File: config.mk
export PLATFORM = sky130hd
export DESIGN_NAME = adc_read_seq
export DESIGN_NICKNAME = d
export VERILOG_FILES = /design/src/rtl/adc_seq_pkg.sv /design/src/rtl/adc_seq_sync.sv /design/src/rtl/adc_seq_guard.sv /design/src/rtl/adc_seq_strobe.sv /design/src/rtl/adc_read_seq.sv
export SDC_FILE = /design/constraint.sdc
export NUM_CORES = 1
export LEC_CHECK = 0
export BUFFER_PORTS_ARGS = -buffer_cell sky130_fd_sc_hd__clkbuf_2
export CAP_MARGIN = 20
export CORE_MARGIN = 4
export CORE_UTILIZATION = 56
export CTS_BUF_LIST = sky130_fd_sc_hd__clkbuf_2
export DETAILED_ROUTE_END_ITERATION = 10
export PLACE_DENSITY = 0.84
export SETUP_SLACK_MARGIN = 0.1
export SYNTH_ARGS = -nofsm -noshare
export SYNTH_HDL_FRONTEND = slang
export SYNTH_SLANG_ARGS = --single-unit
File: constraint.sdc
create_clock -name clk -period 3.64 [get_ports clk]
set_clock_uncertainty 0.15 [all_clocks]
set_input_delay 0.182 -clock clk [delete_from_list [all_inputs] [get_ports clk]]
set_output_delay 0.182 -clock clk [all_outputs]
set_load 0.05 [all_outputs]
File: src/rtl/adc_seq_pkg.sv
package adc_seq_pkg;

  typedef enum logic [2:0] {
    ST_IDLE, ST_SETUP, ST_PULSE, ST_WLO, ST_WHI, ST_HOLD, ST_GAP
  } strobe_st_t;

  typedef enum logic [1:0] {
    SQ_IDLE, SQ_ISSUE, SQ_WAIT
  } seq_st_t;

  // index of the final read for each mode combination
  function automatic logic [1:0] last_step(input logic slow, input logic two_byte);
    if (slow) return two_byte ? 2'd1 : 2'd0;
    else      return two_byte ? 2'd2 : 2'd1;
  endfunction

endpackage

File: src/rtl/adc_seq_sync.sv
module adc_seq_sync #(
  parameter int STAGES = 2
) (
  input  logic clk,
  input  logic rst_n,
  input  logic d,
  output logic q
);
  logic [STAGES-1:0] ff;

  always_ff @(posedge clk or negedge rst_n) begin
    if (!rst_n) ff <= '1;
    else        ff <= {ff[STAGES-2:0], d};
  end

  assign q = ff[STAGES-1];
endmodule

File: src/rtl/adc_seq_guard.sv
module adc_seq_guard #(
  parameter int CONV_CYC = 40
) (
  input  logic clk,
  input  logic rst_n,
  input  logic arm,
  output logic clear
);
  localparam int CW = $clog2(CONV_CYC + 1);

  logic [CW-1:0] cnt;

  always_ff @(posedge clk or negedge rst_n) begin
    if (!rst_n)             cnt <= '0;
    else if (arm)           cnt <= CW'(CONV_CYC);
    else if (cnt != '0)     cnt <= cnt - 1'b1;
  end

  assign clear = (cnt == '0);
endmodule

File: src/rtl/adc_seq_strobe.sv
module adc_seq_strobe
  import adc_seq_pkg::*;
#(
  parameter int DATA_W    = 12,
  parameter int SETUP_CYC = 2,
  parameter int PULSE_CYC = 3,
  parameter int HOLD_CYC  = 2,
  parameter int GAP_CYC   = 4
) (
  input  logic              clk,
  input  logic              rst_n,
  input  logic              start,
  input  logic              start_hben,
  input  logic              start_wait,
  input  logic              busy_n_s,
  input  logic [DATA_W-1:0] bus_data,
  output logic              idle,
  output logic              done,
  output logic              done_hben,
  output logic [DATA_W-1:0] cap_data,
  output logic              cs_n,
  output logic              rd_n,
  output logic              hben
);
  localparam int MAX_A = (SETUP_CYC > PULSE_CYC) ? SETUP_CYC : PULSE_CYC;
  localparam int MAX_B = (HOLD_CYC > GAP_CYC) ? HOLD_CYC : GAP_CYC;
  localparam int MAX_C = (MAX_A > MAX_B) ? MAX_A : MAX_B;
  localparam int CNT_W = $clog2(MAX_C + 1);

  strobe_st_t        st;
  logic [CNT_W-1:0]  cnt;
  logic              hben_q;
  logic              wait_q;
  logic              done_q;
  logic [DATA_W-1:0] cap_q;

  always_ff @(posedge clk or negedge rst_n) begin
    if (!rst_n) begin
      st     <= ST_IDLE;
      cnt    <= '0;
      hben_q <= 1'b0;
      wait_q <= 1'b0;
      done_q <= 1'b0;
      cap_q  <= '0;
    end else begin
      done_q <= 1'b0;
      case (st)
        ST_IDLE: if (start) begin
          st     <= ST_SETUP;
          cnt    <= CNT_W'(SETUP_CYC - 1);
          hben_q <= start_hben;
          wait_q <= start_wait;
        end
        ST_SETUP: if (cnt == '0) begin
          st  <= ST_PULSE;
          cnt <= CNT_W'(PULSE_CYC - 1);
        end else cnt <= cnt - 1'b1;
        ST_PULSE: if (cnt == '0) begin
          if (wait_q) st <= ST_WLO;
          else begin
            cap_q <= bus_data;
            st    <= ST_HOLD;
            cnt   <= CNT_W'(HOLD_CYC - 1);
          end
        end else cnt <= cnt - 1'b1;
        ST_WLO: if (!busy_n_s) st <= ST_WHI;
        ST_WHI: if (busy_n_s) begin
          cap_q <= bus_data;
          st    <= ST_HOLD;
          cnt   <= CNT_W'(HOLD_CYC - 1);
        end
        ST_HOLD: if (cnt == '0) begin
          st     <= ST_GAP;
          cnt    <= CNT_W'(GAP_CYC - 1);
          done_q <= 1'b1;
        end else cnt <= cnt - 1'b1;
        ST_GAP: if (cnt == '0) st <= ST_IDLE;
                else cnt <= cnt - 1'b1;
        default: st <= ST_IDLE;
      endcase
    end
  end

  assign idle      = (st == ST_IDLE);
  assign done      = done_q;
  assign done_hben = hben_q;
  assign cap_data  = cap_q;
  assign cs_n      = (st == ST_IDLE) || (st == ST_GAP);
  assign rd_n      = !((st == ST_PULSE) || (st == ST_WLO) || (st == ST_WHI));
  assign hben      = hben_q;
endmodule

File: src/rtl/adc_read_seq.sv
module adc_read_seq
  import adc_seq_pkg::*;
#(
  parameter int DATA_W      = 12,
  parameter int BYTE_W      = 8,
  parameter int SETUP_CYC   = 2,
  parameter int PULSE_CYC   = 3,
  parameter int HOLD_CYC    = 2,
  parameter int GAP_CYC     = 4,
  parameter int CONV_CYC    = 40,
  parameter int SYNC_STAGES = 2
) (
  input  logic              clk,
  input  logic              rst_n,
  input  logic              req_valid,
  output logic              req_ready,
  input  logic              req_slow,
  input  logic              req_byte,
  output logic              res_valid,
  output logic [DATA_W-1:0] res_data,
  output logic              adc_cs_n,
  output logic              adc_rd_n,
  output logic              adc_hben,
  input  logic              adc_busy_n,
  input  logic [DATA_W-1:0] adc_data
);
  localparam int NIB_W = DATA_W - BYTE_W;

  seq_st_t           st;
  logic              slow_q, two_q;
  logic [1:0]        step_q;
  logic [DATA_W-1:0] word_q;
  logic              valid_q;

  logic              busy_n_s;
  logic              g_clear, s_idle, s_done, s_done_hben;
  logic [DATA_W-1:0] s_cap;
  logic              cur_hben, cur_wait, go;

  assign cur_hben = two_q && (step_q == 2'd1);
  assign cur_wait = slow_q && (step_q == 2'd0);
  assign go       = (st == SQ_ISSUE) && s_idle && g_clear;

  adc_seq_sync #(.STAGES(SYNC_STAGES)) u_sync (
    .clk(clk), .rst_n(rst_n), .d(adc_busy_n), .q(busy_n_s)
  );

  adc_seq_guard #(.CONV_CYC(CONV_CYC)) u_guard (
    .clk(clk), .rst_n(rst_n), .arm(go && !cur_hben), .clear(g_clear)
  );

  adc_seq_strobe #(
    .DATA_W(DATA_W), .SETUP_CYC(SETUP_CYC), .PULSE_CYC(PULSE_CYC),
    .HOLD_CYC(HOLD_CYC), .GAP_CYC(GAP_CYC)
  ) u_strobe (
    .clk(clk), .rst_n(rst_n), .start(go), .start_hben(cur_hben),
    .start_wait(cur_wait), .busy_n_s(busy_n_s), .bus_data(adc_data),
    .idle(s_idle), .done(s_done), .done_hben(s_done_hben), .cap_data(s_cap),
    .cs_n(adc_cs_n), .rd_n(adc_rd_n), .hben(adc_hben)
  );

  always_ff @(posedge clk or negedge rst_n) begin
    if (!rst_n) begin
      st      <= SQ_IDLE;
      slow_q  <= 1'b0;
      two_q   <= 1'b0;
      step_q  <= '0;
      word_q  <= '0;
      valid_q <= 1'b0;
    end else begin
      valid_q <= 1'b0;
      case (st)
        SQ_IDLE: if (req_valid) begin
          slow_q <= req_slow;
          two_q  <= req_byte;
          step_q <= '0;
          st     <= SQ_ISSUE;
        end
        SQ_ISSUE: if (go) st <= SQ_WAIT;
        SQ_WAIT: if (s_done) begin
          // stale reads are simply overwritten by the later ones
          if (s_done_hben)  word_q[DATA_W-1:BYTE_W] <= s_cap[NIB_W-1:0];
          else if (two_q)   word_q[BYTE_W-1:0]      <= s_cap[BYTE_W-1:0];
          else              word_q                  <= s_cap;
          if (step_q == last_step(slow_q, two_q)) begin
            st      <= SQ_IDLE;
            valid_q <= 1'b1;
          end else begin
            step_q <= step_q + 1'b1;
            st     <= SQ_ISSUE;
          end
        end
        default: st <= SQ_IDLE;
      endcase
    end
  end

  assign req_ready = (st == SQ_IDLE);
  assign res_valid = valid_q;
  assign res_data  = word_q;
endmodule

# Word-level counts from Yosys, hierarchy flattened
# Index checks and enable logic that the tools add are counted.
dict set report op_classes {
  add_sub_neg 3
  n_reduce_logical 29
  n_eq_ne 25
  muxes 43
  bitwise_logic 1
}
# op count
set ops {}
lappend ops {{$mux W3} 14}
lappend ops {{$mux W12} 3}
lappend ops {{$pmux W12 S2} 1}
lappend ops {{$pmux W3 S7} 1}
lappend ops {{$mux W2} 10}
lappend ops {{$pmux W3 S6} 1}
lappend ops {{$ne A2 B1 Y1 const B} 7}
lappend ops {{$ne A2 B2 Y1 const B} 7}
lappend ops {{$mux W6} 2}
lappend ops {{$reduce_bool A6 Y1} 2}
lappend ops {{$eq A3 B3 Y1 const B} 3}
lappend ops {{$reduce_and A3 Y1} 3}
lappend ops {{$mux W4} 2}
lappend ops {{$reduce_and A4 Y1} 2}
lappend ops {{$mux W1} 7}
lappend ops {{$reduce_and A7 Y1} 1}
lappend ops {{$eq A3 B2 Y1 const B} 2}
lappend ops {{$logic_not A3 Y1} 2}
lappend ops {{$logic_not A6 Y1} 1}
lappend ops {{$pmux W2 S3} 1}
lappend ops {{$reduce_bool A2 Y1} 3}
lappend ops {{$sub A6 B1 Y6 const B} 1}
lappend ops {{$logic_and A1 B1 Y1} 5}
lappend ops {{$reduce_and A5 Y1} 1}
lappend ops {{13 further kinds} 19}
dict set report word_totals {
  wordCells 116
  out_inout_bits 17
  input_bits 18
  register_bits 48
}

# Logic depth before layout (Yosys ltp)
# Gate-level depths: netlist of run 1.
dict set report depth {
  word_depth 8
  ltp_mapped 7
}

# By module
# Synthesis of run 1 repeated with hierarchy kept, for this count alone.
dict set report hier_totals {
  cells_unflattened 207
  hier_area_um2 2496.1
}
# module seq_area_each_um2 cells_per_inst n_inst area_each_um2
set modules_own_cells {}
lappend modules_own_cells {adc_seq_strobe 525.5 98 1 1137.3}
lappend modules_own_cells {adc_read_seq 475.5 75 1 975.9}
lappend modules_own_cells {adc_seq_guard 150.1 32 1 330.3}
lappend modules_own_cells {adc_seq_sync 52.6 2 1 52.6}

# Least setup slack after synthesis of run 1
# Ideal clock, no wire load.
dict set report synth_timing {
  kind {reg-to-output}
  start {register u_strobe.st[1]}
  end {output adc_cs_n}
  setup_slack_ns 1.525
  arrival_ns 1.783
  n_path_buf 1
  stages_incl_launch_ff 4
  cell_sequence {dfrtp_1 buf_2 nor2b_1 nor3_1}
}
dict set report synth_between {
  elab_chain_len 2
}
# item line_no
set synth_rtl {}
lappend synth_rtl {{start: declaration} adc_seq_strobe.sv:30} ;# strobe_st_t st;
lappend synth_rtl {{start signal: assignment} adc_seq_strobe.sv:39} ;# st <= ST_IDLE;
lappend synth_rtl {{start signal: assignment} adc_seq_strobe.sv:49} ;# st <= ST_SETUP;
lappend synth_rtl {{start signal: assignment} adc_seq_strobe.sv:55} ;# st <= ST_PULSE;
lappend synth_rtl {{$eq A3 B3 Y1 / $logic_not A3 Y1 (equally long branches)} adc_seq_strobe.sv:88} ;# assign cs_n = (st == ST_IDLE) || (st == ST_GAP);
lappend synth_rtl {{$logic_or A1 B1 Y1 *} adc_seq_strobe.sv:88}
lappend synth_rtl {{end: declaration} adc_read_seq.sv:21} ;# output logic adc_cs_n,
# Mark *: on every way between the ends. The rest lies on a longest branch, timed or not.

# Worst setup path in the final report of run 1
dict set report layout_timing {
  start {register u_strobe.cnt[0]}
  end {register u_strobe.cap_q[7], in the netlist u_strobe.cap_data[7]}
}
dict set report layout_between {
  elab_chain_len 3
}
# item line_no
set layout_rtl {}
lappend layout_rtl {{start: declaration} adc_seq_strobe.sv:31} ;# logic [CNT_W-1:0] cnt;
lappend layout_rtl {{start signal: assignment} adc_seq_strobe.sv:50} ;# cnt <= CNT_W'(SETUP_CYC - 1);
lappend layout_rtl {{start signal: assignment} adc_seq_strobe.sv:56} ;# cnt <= CNT_W'(PULSE_CYC - 1);
lappend layout_rtl {{start signal: assignment} adc_seq_strobe.sv:57} ;# end else cnt <= cnt - 1'b1;
lappend layout_rtl {{$logic_not A3 Y1} adc_seq_strobe.sv:58} ;# ST_PULSE: if (cnt == '0) begin
lappend layout_rtl {{$ne A2 B1 Y1 (no line)} --}
lappend layout_rtl {{$reduce_and A4 Y1 (no line)} --}
lappend layout_rtl {{end signal: assignment} adc_seq_strobe.sv:61} ;# cap_q <= bus_data;
lappend layout_rtl {{end signal: assignment} adc_seq_strobe.sv:68} ;# cap_q <= bus_data;
lappend layout_rtl {{end: declaration} adc_seq_strobe.sv:35} ;# logic [DATA_W-1:0] cap_q;
# Every way passes these cells.
# A chain may end at the register's enable or synchronous reset.

==> flow_summary.ini, run 1 <==
[floorplan]
die_y_um = 72.03
start_util_pct = 57.81
rows = 23
die_area_um2 = 5188
ioPinCount = 35
die_w_um = 72.03
design.core.area_um2 = 3971

[worst_setup_path]
crit_path_start_kind = register
required_ns = 3.82
regToRegSetupSlack_ns = 1.33
worstSetupPathType = reg -> reg
crit_arrival_ns = 2.50
r2r.worst_path.cells = 6
r2r-end = u_strobe.cap_data[7]
rr_startpoint = u_strobe.cnt[0]
endpoint_kind = register
path_max_fanout = 12

[cts]
numCtsBuffers = 5
clock_latency_ns = 0.43
hold_buffers = 18
cts_sinks = 48
htreeDepth = 2
post-cts-setup-buffer-count = 0
cts_resized = 0
cts_tree = yes
root_buffer = clkbuf_2
clk_pin_slew_ns = 0.23
cts_buffer_depth = 2

[sta]
period_needed_ns = 2.315
rsz0062_at_grt = false
setup_viol = 0
maxSlewHeadroom_pct = 54.32
timing.fmax_mhz = 432.0
tightest_slew_ns = 0.6853
worst_slack_ns = 1.325
period_share_pct = 63.60
hold_violations = 0
worst_hold_slack_ns = 0.03868
setup_tns_ns = 0
report.final.slew_viol_count = 0

[yosys]
synth_edf_count = 0
synth_top_flop_cell = dfrtp_1
ys_types = 45
synthCells = 209
netlist_area_um2 = 2296
synth.top_cell.area_share_pct = 50.14
ys_seq_area_share_pct = 52.43
async_flop_share_pct = 100.0
ys_warn_count = 0
ys_ff_latch = 48
syn_area_per_cell_um2 = 10.99
synth_fp_nets = 234
synth_largest_area_cell = dfrtp_1
yosys-top-cells-area = dfrtp_1, mux2_1, mux2_2

[power_and_ir_drop]
powerDensity_nw_per_um2 = 372.4
combPwrFrac_pct = 16.1
seqPwrFrac_pct = 56.4
p_int_mw = 0.7420
sw_frac_of_total_pct = 27.61
leakage_nw = 1.264
vdd_drop_max_mv = 0.2533
clkPwrFrac_pct = 27.4
p_switching_mw = 0.2830

[route]
drtAntennaViolNets = 0
via_per_inst = 5.471
wire_per_inst_um = 14.51
routed_wl_mm = 4.557
vias = 1718
route.detailed.drc = 0
dr.pass1.iters = 4
drt_iter0_markers = 122

[cells_and_area]
num_antenna_cells = 0
n_fill_cell = 286
multi_input_area_um2 = 1023
stdcell_area_um2 = 2753
fin_nets = 288
drive_gt1_share_pct = 22.35
layout.cells.non_filler = 314
register_area_um2 = 1204
syn_to_final_growth_pct = 19.89

[grt]
grt_max_degree = 32
grt-ovfl-total = 0
antenna_found_initial = 0
grt_pass1_vias = 1673
grtUsageTotal_pct = 19.63
grt_pass1_wl_mm = 7.803

[placed_design]
portBuffers = 34
pre_cts_slack_ns = 1.392
hpwl_mm = 3.122
placed_cells_incl_taps = 288
place_area_um2 = 2505
place_congestion = 0.8316

[run_status]
status = finished, final reports clean

[job]
cap_violations = 0

[hold_path]
min_path_type = in -> async
==> through the flow <==
stage,power (mW),util (%)
global route,1.076,69.31
detailed placement,0.7384,63.08
floorplan,0.6928,-
finish,1.025,69.31
CTS,1.031,69.31
global placement,0.7334,63.08
==> worst max-delay path: stages (launching register included) <==
cell and delay (ns):
dfrtp_1 0.44, inv_1 0.08, ha_1 0.19, nor2b_1 0.25
nand3_1 0.13, a21oi_2 0.60, mux2_1 0.39
==> power by group through the flow <==
stage	clock, mW	combinational, mW	sequential [mW]
6_report	0.281	0.165	0.578
5_1_grt	0.312	0.182	0.583
4_1_cts	0.286	0.166	0.578
3_5_place_dp	0	0.151	0.587
3_3_place_gp	0	0.147	0.586
2_1_floorplan	0	0.0900	0.603
==> per-layer routing <==
layer / wire length, µm / GRT usage [%] / vias to the layer above
met1: 1916 / 25.09 / 830
met3: 205 / 3.740 / 11
li1: - / - / 841
met2: 2328 / 32.96 / 36
met4: 107 / 7.933 / 0
met5: 0 / 0 / -
==> registers in the layout, summed over array words and instances (netlist names) <==
| register | count |
|---|---|
| res_data | 12 |
| u_strobe.cap_data | 12 |
| u_guard.cnt | 6 |
| u_strobe.cnt | 3 |
| u_strobe.st | 3 |
| st | 2 |
| step_q | 2 |
| u_sync.ff | 2 |
| res_valid | 1 |
| slow_q | 1 |
| two_q | 1 |
| u_strobe.done | 1 |
| u_strobe.done_hben | 1 |
| u_strobe.wait_q | 1 |
==> placed cells by master (no fill, tap or decap), types with 2 or more instances in the layout <==
cell type / count
dlygate4sd3_1: 18
clkbuf_2: 39
nand2b_1: 4
nor3_1: 8
nor2_1: 13
a21boi_1: 2
xnor2_1: 3
nand3_1: 6
mux2_1: 12
nand2_1: 20
mux2_2: 9
inv_1: 10
a21oi_1: 11
dfstp_2: 2
o21ai_1: 5
o22ai_1: 2
nor2b_1: 2
o21ai_0: 7
mux2i_1: 7
dfrtp_1: 46
o22a_1: 2
ha_1: 7
o31ai_1: 2
nand3b_1: 2
nor3b_1: 2
==> logic make-up (layout without fill, tap and decap cells) <==
family	count (synthesis)	in the layout	synth area share (%)
AND/OR/NAND/NOR	67	67	14.88
flip-flops	48	48	52.42
AO/OA/AOI/OAI	38	38	10.35
multiplexers	29	29	14.01
buffers and inverters	16	71	2.997
adder cells (fa/ha/maj)	7	7	3.815
XOR/XNOR	4	4	1.526
==> worst max path at each step <==
stage	startpoint	cells past startpoint	endpoint	slack, ns
after global routing	u_strobe.cnt[0]	6	u_strobe.cap_data[3]	1.24
after global placement	u_strobe.cnt[0]	6	u_strobe.cap_data[2]	1.45
after CTS	u_strobe.cnt[0]	6	u_strobe.cap_data[2]	1.37
after floorplan	u_strobe.st[1]	3	adc_cs_n	1.53
after detailed placement	u_strobe.cnt[0]	6	u_strobe.cap_data[3]	1.39
final	u_strobe.cnt[0]	6	u_strobe.cap_data[7]	1.33
==> area by class of cell <==
type	count	area share [%]
Timing Repair Buffer	53	13.00
Inverter	10	1.364
Sequential cell	48	43.73
Multi-Input combinational cell	145	37.18
Tap cell	50	2.273
Clock buffer	5	0.9091
Clock inverter	3	1.545
==> synthesized netlist by cell type, types with 6 or more instances <==
library cell and n:
a21oi_1 11, dfrtp_1 46, ha_1 7, inv_1 10, mux2_1 12, mux2_2 9
mux2i_1 7, nand2_1 20, nand3_1 6, nor2_1 13, nor3_1 8, o21ai_0 7
Power figures use the tool's default switching activity.
==> run 2, diff against run 1 <==
==> constraint.sdc (replaced) <==
create_clock -name clk -period 2.4 [get_ports clk]
set_clock_uncertainty 0.15 [all_clocks]
set_input_delay 0.12 -clock clk [delete_from_list [all_inputs] [get_ports clk]]
set_output_delay 0.12 -clock clk [all_outputs]
set_load 0.05 [all_outputs]
==> run 2 against run 1 <==
Effect of this change:
- sequential power increased by 52%
- register-to-register slack got worse by 1.1 ns
- final area increased by 1.7%
- global-route usage decreased by 0.61 points
- non-clock buffer count increased by 4
- clock-buffer cell count unchanged
- sequential share of layout area decreased by 0.63 points
- via count decreased by 0.29%
- utilization increased by 1.2 points
- critical path type unchanged
- largest cell class unchanged
- largest power group unchanged
==> flow_summary.ini, run 2 (synthesis gave the netlist of run 1 again) <==
[cts]
cts_tree = yes
clock_latency_ns = 0.42
clk_pin_slew_ns = 0.25
root_buffer = clkbuf_2
cts_sinks = 48
cts_buffer_depth = 2
htreeDepth = 2
numCtsBuffers = 5
post-cts-setup-buffer-count = 0

[power_and_ir_drop]
leakage_nw = 1.281
power.total_mw = 1.580
seqPwrFrac_pct = 55.6
combPwrFrac_pct = 15.9
powerDensity_nw_per_um2 = 564.4
p_int_mw = 1.133
clkPwrFrac_pct = 28.5
sw_frac_of_total_pct = 28.31
p_switching_mw = 0.4472
vdd_drop_max_mv = 0.4574

[hold_path]
min_path_type = in -> async

[sta]
setup_tns_ns = 0
setup_viol = 0
period_needed_ns = 2.221
period_share_pct = 92.52
hold_violations = 0
rsz0062_at_grt = false
worst_slack_ns = 0.1794
worst_hold_slack_ns = 0.08580
tightest_slew_ns = 0.6883
report.final.slew_viol_count = 0
maxSlewHeadroom_pct = 54.11
timing.fmax_mhz = 450.3

[cells_and_area]
fin_nets = 292
syn_to_final_growth_pct = 21.91
drive_gt1_share_pct = 24.63
layout_commonest_cell = dfrtp_1
layout.cells.non_filler = 318
final_util_pct = 70.48
final_cell_mix = dfrtp_1, clkbuf_2, nand2_1, dlygate4sd3_1
stdcell_area_um2 = 2799
num_antenna_cells = 0

[job]
cap_violations = 0

[worst_setup_path]
required_ns = 2.64
cp.depth = 6
crit_chain = nor2_2, and2_4, nand2_1, dlygate4sd3_1, o21ai_0, dlygate4sd3_1
r2r.worst_path.cells = 6
crit_arrival_ns = 2.46
cp_top_family = buffers and inverters
worstSetupPathType = reg -> reg
worstSetupStartpoint = st[0]
critPathMaxStageDelay_ns = 0.56
rr_startpoint = st[0]
endpoint_kind = register
cp-endpoint = slow_q
critPathMostFrequentCell = dlygate4sd3_1
regToRegSetupSlack_ns = 0.18
crit_path_start_kind = register
path_max_fanout = 6
cp_slowest_cell = dlygate4sd3_1
r2r-end = slow_q
cp.buffers_inverters = 2

[floorplan]
design.core.area_um2 = 3971
ioPinCount = 35
die_area_um2 = 5188
rows = 23
start_util_pct = 57.81
die_w_um = 72.03
die_y_um = 72.03

[route]
via_per_inst = 5.387
wire_per_inst_um = 14.16
drt_iter0_markers = 108
routed_wl_mm = 4.503
dr.pass1.iters = 4
route.detailed.drc = 0
drtAntennaViolNets = 0
vias = 1713

[grt]
grt_pass1_vias = 1782
grt_max_degree = 30
grt_pass1_wl_mm = 7.700
grt-ovfl-total = 0
grtUsageTotal_pct = 19.02
antenna_found_initial = 0

[placed_design]
portBuffers = 34
placed_cells_incl_taps = 290
hpwl_mm = 3.115
place_congestion = 0.7740
place_area_um2 = 2520
pre_cts_slack_ns = 0.3835

[run_status]
status = finished, final reports clean
## run 2: cell types whose count changed in the layout (fill, tap and decap cells not counted), sizes merged
cell	delta
dlygate4sd3	+2
clkinv	-2
inv	+1
buf	+2
clkinvlp	+1
## run 2: worst min path at each step
stage	slack, ns	startpoint	endpoint	cells after the start
after floorplan	-0.33	rst_n	res_data[0]	0
after global placement	0.04	rst_n	res_data[1]	1
after detailed placement	0.04	rst_n	res_data[1]	1
after CTS	0.04	rst_n	res_data[8]	2
after global routing	0.11	rst_n	res_data[8]	2
final	0.09	rst_n	u_strobe.st[0]	2
## run 2: cell type report
cell class	count	area [µm²]
Inverter	10	37.54
Fill cell	291	1172
Tap cell	50	62.56
Timing Repair Buffer	57	392.9
Multi-Input combinational cell	145	1028
Clock buffer	5	25.02
Clock inverter	3	46.29
Sequential cell	48	1206
## run 2: repair_timing
item                                   4_1_cts  5_1_grt
hold buffers                                20        0
setup endpoints to repair                    0        1
endpoints found under the hold margin       52        0
gates resized for setup                      0        4
## run 2: per-layer routing
| metal | up-vias | part of all wire [%] | GRT usage [%] |
|---|---|---|---|
| met5 | - | 0 | 0 |
| met2 | 30 | 52 | 31.33 |
| met4 | 0 | 2.3 | 9.812 |
| met3 | 9 | 3.0 | 3.186 |
| met1 | 831 | 43 | 24.20 |
| li1 | 843 | - | - |
## run 2: power groups by stage
| stage | Clock (mW) | Sequential (mW) | Combinational, mW |
|---|---|---|---|
| 2_1_floorplan | 0 | 0.914 | 0.137 |
| 3_3_place_gp | 0 | 0.889 | 0.226 |
| 3_5_place_dp | 0 | 0.892 | 0.231 |
| 4_1_cts | 0.465 | 0.878 | 0.253 |
| 5_1_grt | 0.489 | 0.885 | 0.277 |
| 6_report | 0.450 | 0.878 | 0.251 |
## run 2: worst reg2reg max path, delay by kind of cell (launching register included)
family	cells	cell delay, ns
buf+inv	2	1.11
flops	1	0.50
simple gates	3	0.36
compound gates	1	0.08
==> run 3, diff against run 2 <==
--- a/config.mk
+++ b/config.mk
@@ -7,7 +7,8 @@
 export LEC_CHECK = 0
 export BUFFER_PORTS_ARGS = -buffer_cell sky130_fd_sc_hd__clkbuf_2
 export CAP_MARGIN = 20
-export CORE_MARGIN = 4
+export CORE_ASPECT_RATIO = 1.25
+export CORE_MARGIN = 1
 export CORE_UTILIZATION = 56
 export CTS_BUF_LIST = sky130_fd_sc_hd__clkbuf_2
 export DETAILED_ROUTE_END_ITERATION = 10
==> run 3 against run 2 <==
Effect of this change:
- die area decreased by 16%
- non-clock buffer count increased by 1
- final cell count grew 1.6%
- flip-flop and latch count is the same
==> flow_summary.ini, run 3 (synthesis gave the netlist of run 1 again) <==
[cells_and_area]
fin_nets = 293
register_area_um2 = 1204
layout_commonest_cell = dfrtp_1
num_antenna_cells = 0
drive_gt1_share_pct = 23.42
final_util_pct = 72.26
syn_to_final_growth_pct = 21.09
multi_input_area_um2 = 1023
n_fill_cell = 273
final_cell_mix = dfrtp_1, clkbuf_2, nand2_1, dlygate4sd3_1, nor2_1

[grt]
grt_max_degree = 36
grt_pass1_wl_mm = 7.997
grt-ovfl-total = 0
grtUsageTotal_pct = 25.15
antenna_found_initial = 0
grt_pass1_vias = 1753

[worst_setup_path]
cp_slowest_cell = dfrtp_1
rr_startpoint = u_strobe.cnt[0]
regToRegSetupSlack_ns = 0.39
r2r-end = u_strobe.cap_data[10]
path_max_fanout = 12
required_ns = 2.60
crit_path_start_kind = register
crit_arrival_ns = 2.21
critPathMaxStageDelay_ns = 0.45
worstSetupPathType = reg -> reg
r2r.worst_path.cells = 7
crit_chain = inv_1, ha_1, nor2b_1, nand3_1, a21oi_2, buf_4, mux2_1
endpoint_kind = register

[cts]
cts_sinks = 48
root_buffer = clkbuf_2
cts_tree = yes
post-cts-setup-buffer-count = 0
clk_pin_slew_ns = 0.26
numCtsBuffers = 5
clock_latency_ns = 0.43
htreeDepth = 2
cts_buffer_depth = 2

[sta]
tightest_slew_ns = 0.6345
setup_viol = 0
report.final.slew_viol_count = 0
period_share_pct = 83.87
period_needed_ns = 2.013
rsz0062_at_grt = false
setup_tns_ns = 0
maxSlewHeadroom_pct = 57.70
timing.fmax_mhz = 496.8
hold_violations = 0
worst_slack_ns = 0.3870

[power_and_ir_drop]
vdd_drop_max_mv = 0.5142
power.total_mw = 1.484
powerDensity_nw_per_um2 = 533.7
combPwrFrac_pct = 17.3
sw_frac_of_total_pct = 30.50
clkPwrFrac_pct = 23.6
seqPwrFrac_pct = 59.1
p_int_mw = 1.031
leakage_nw = 1.283
p_switching_mw = 0.4526

[floorplan]
start_util_pct = 59.67
die_area_um2 = 4362
rows = 25
design.core.area_um2 = 3847
ioPinCount = 35
die_y_um = 73.59
die_w_um = 59.27

[route]
route.detailed.drc = 0
wire_per_inst_um = 14.74
routed_wl_mm = 4.762
dr.pass1.iters = 4
drt_iter0_markers = 83
vias = 1766
via_per_inst = 5.467
drtAntennaViolNets = 0

[placed_design]
place_congestion = 0.8276
pre_cts_slack_ns = 0.3991
portBuffers = 34
hpwl_mm = 3.166

[job]
cap_violations = 0

[hold_path]
min_path_type = in -> async

[run_status]
status = finished, final reports clean
-- run 3: changes by cell type in the layout (fill, tap and decap cells not counted), sizes merged --
cell and delta:
clkinvlp -1, clkinv +2, buf +1, bufinv -1
-- run 3: worst max-delay path by stage --
| stage | start | to | slack (ns) | cells after the start |
|---|---|---|---|---|
| after CTS | u_strobe.cnt[0] | u_strobe.cap_data[10] | 0.36 | 7 |
| after global routing | u_strobe.cnt[1] | u_strobe.cap_data[10] | 0.21 | 7 |
| final | u_strobe.cnt[0] | u_strobe.cap_data[10] | 0.39 | 7 |
| after floorplan | u_strobe.st[1] | adc_cs_n | 0.35 | 3 |
| after detailed placement | u_strobe.cnt[0] | u_strobe.cap_data[10] | 0.40 | 7 |
| after global placement | u_strobe.cnt[0] | u_strobe.cap_data[3] | 0.46 | 7 |
-- run 3: what timing repair did --
action	in CTS	in global routing
hold endpoints to repair	63	0
hold buffers	20	0
resized for setup	0	0
-- run 3: stage by stage --
stage / area (µm²) / instances / hold WS (ns)
floorplan: 2296 / 209 / -0.3256
global placement: 2532 / 295 / -0.1114
detailed placement: 2532 / 295 / -0.09798
CTS: 2780 / 323 / 0.09896
global route: 2780 / 323 / 0.07508
finish: 2780 / 323 / 0.08855
-- run 3: layer usage --
| layer | wire (µm) | GRT usage, % | vias up |
|---|---|---|---|
| met4 | 140 | 10.85 | 0 |
| met2 | 2423 | 40.70 | 39 |
| met1 | 2038 | 32.02 | 863 |
| met5 | 0 | 0 | - |
| met3 | 159 | 5.986 | 17 |
| li1 | - | - | 847 |
-- run 3: worst max-delay path: cells and delay by family (launching register included) --
family	cells	cell delay (ns)
flip-flops	1	0.45
AND/OR/NAND/NOR	2	0.35
AO/OA/AOI/OAI	1	0.15
buffers and inverters	2	0.30
multiplexers	1	0.35
adder cells (fa/ha/maj)	1	0.19
-- run 3: layout make-up --
cell class                 count  share of cell area (%)
sequential                    48                   43.29
multi-input combinational    145                   36.81
timing repair buffer          58                   14.40
tap                           54                   2.430
inverter                      10                   1.350
clock buffer                   5                  0.9001
clock inverter                 3                  0.8101
-- run 3: power by group through the flow --
| stage | combinational, mW | sequential, mW | clock, mW |
|---|---|---|---|
| 3_3_place_gp | 0.227 | 0.888 | 0 |
| 5_1_grt | 0.281 | 0.882 | 0.390 |
| 3_5_place_dp | 0.234 | 0.889 | 0 |
| 2_1_floorplan | 0.137 | 0.914 | 0 |
| 6_report | 0.257 | 0.877 | 0.350 |
| 4_1_cts | 0.257 | 0.876 | 0.357 |
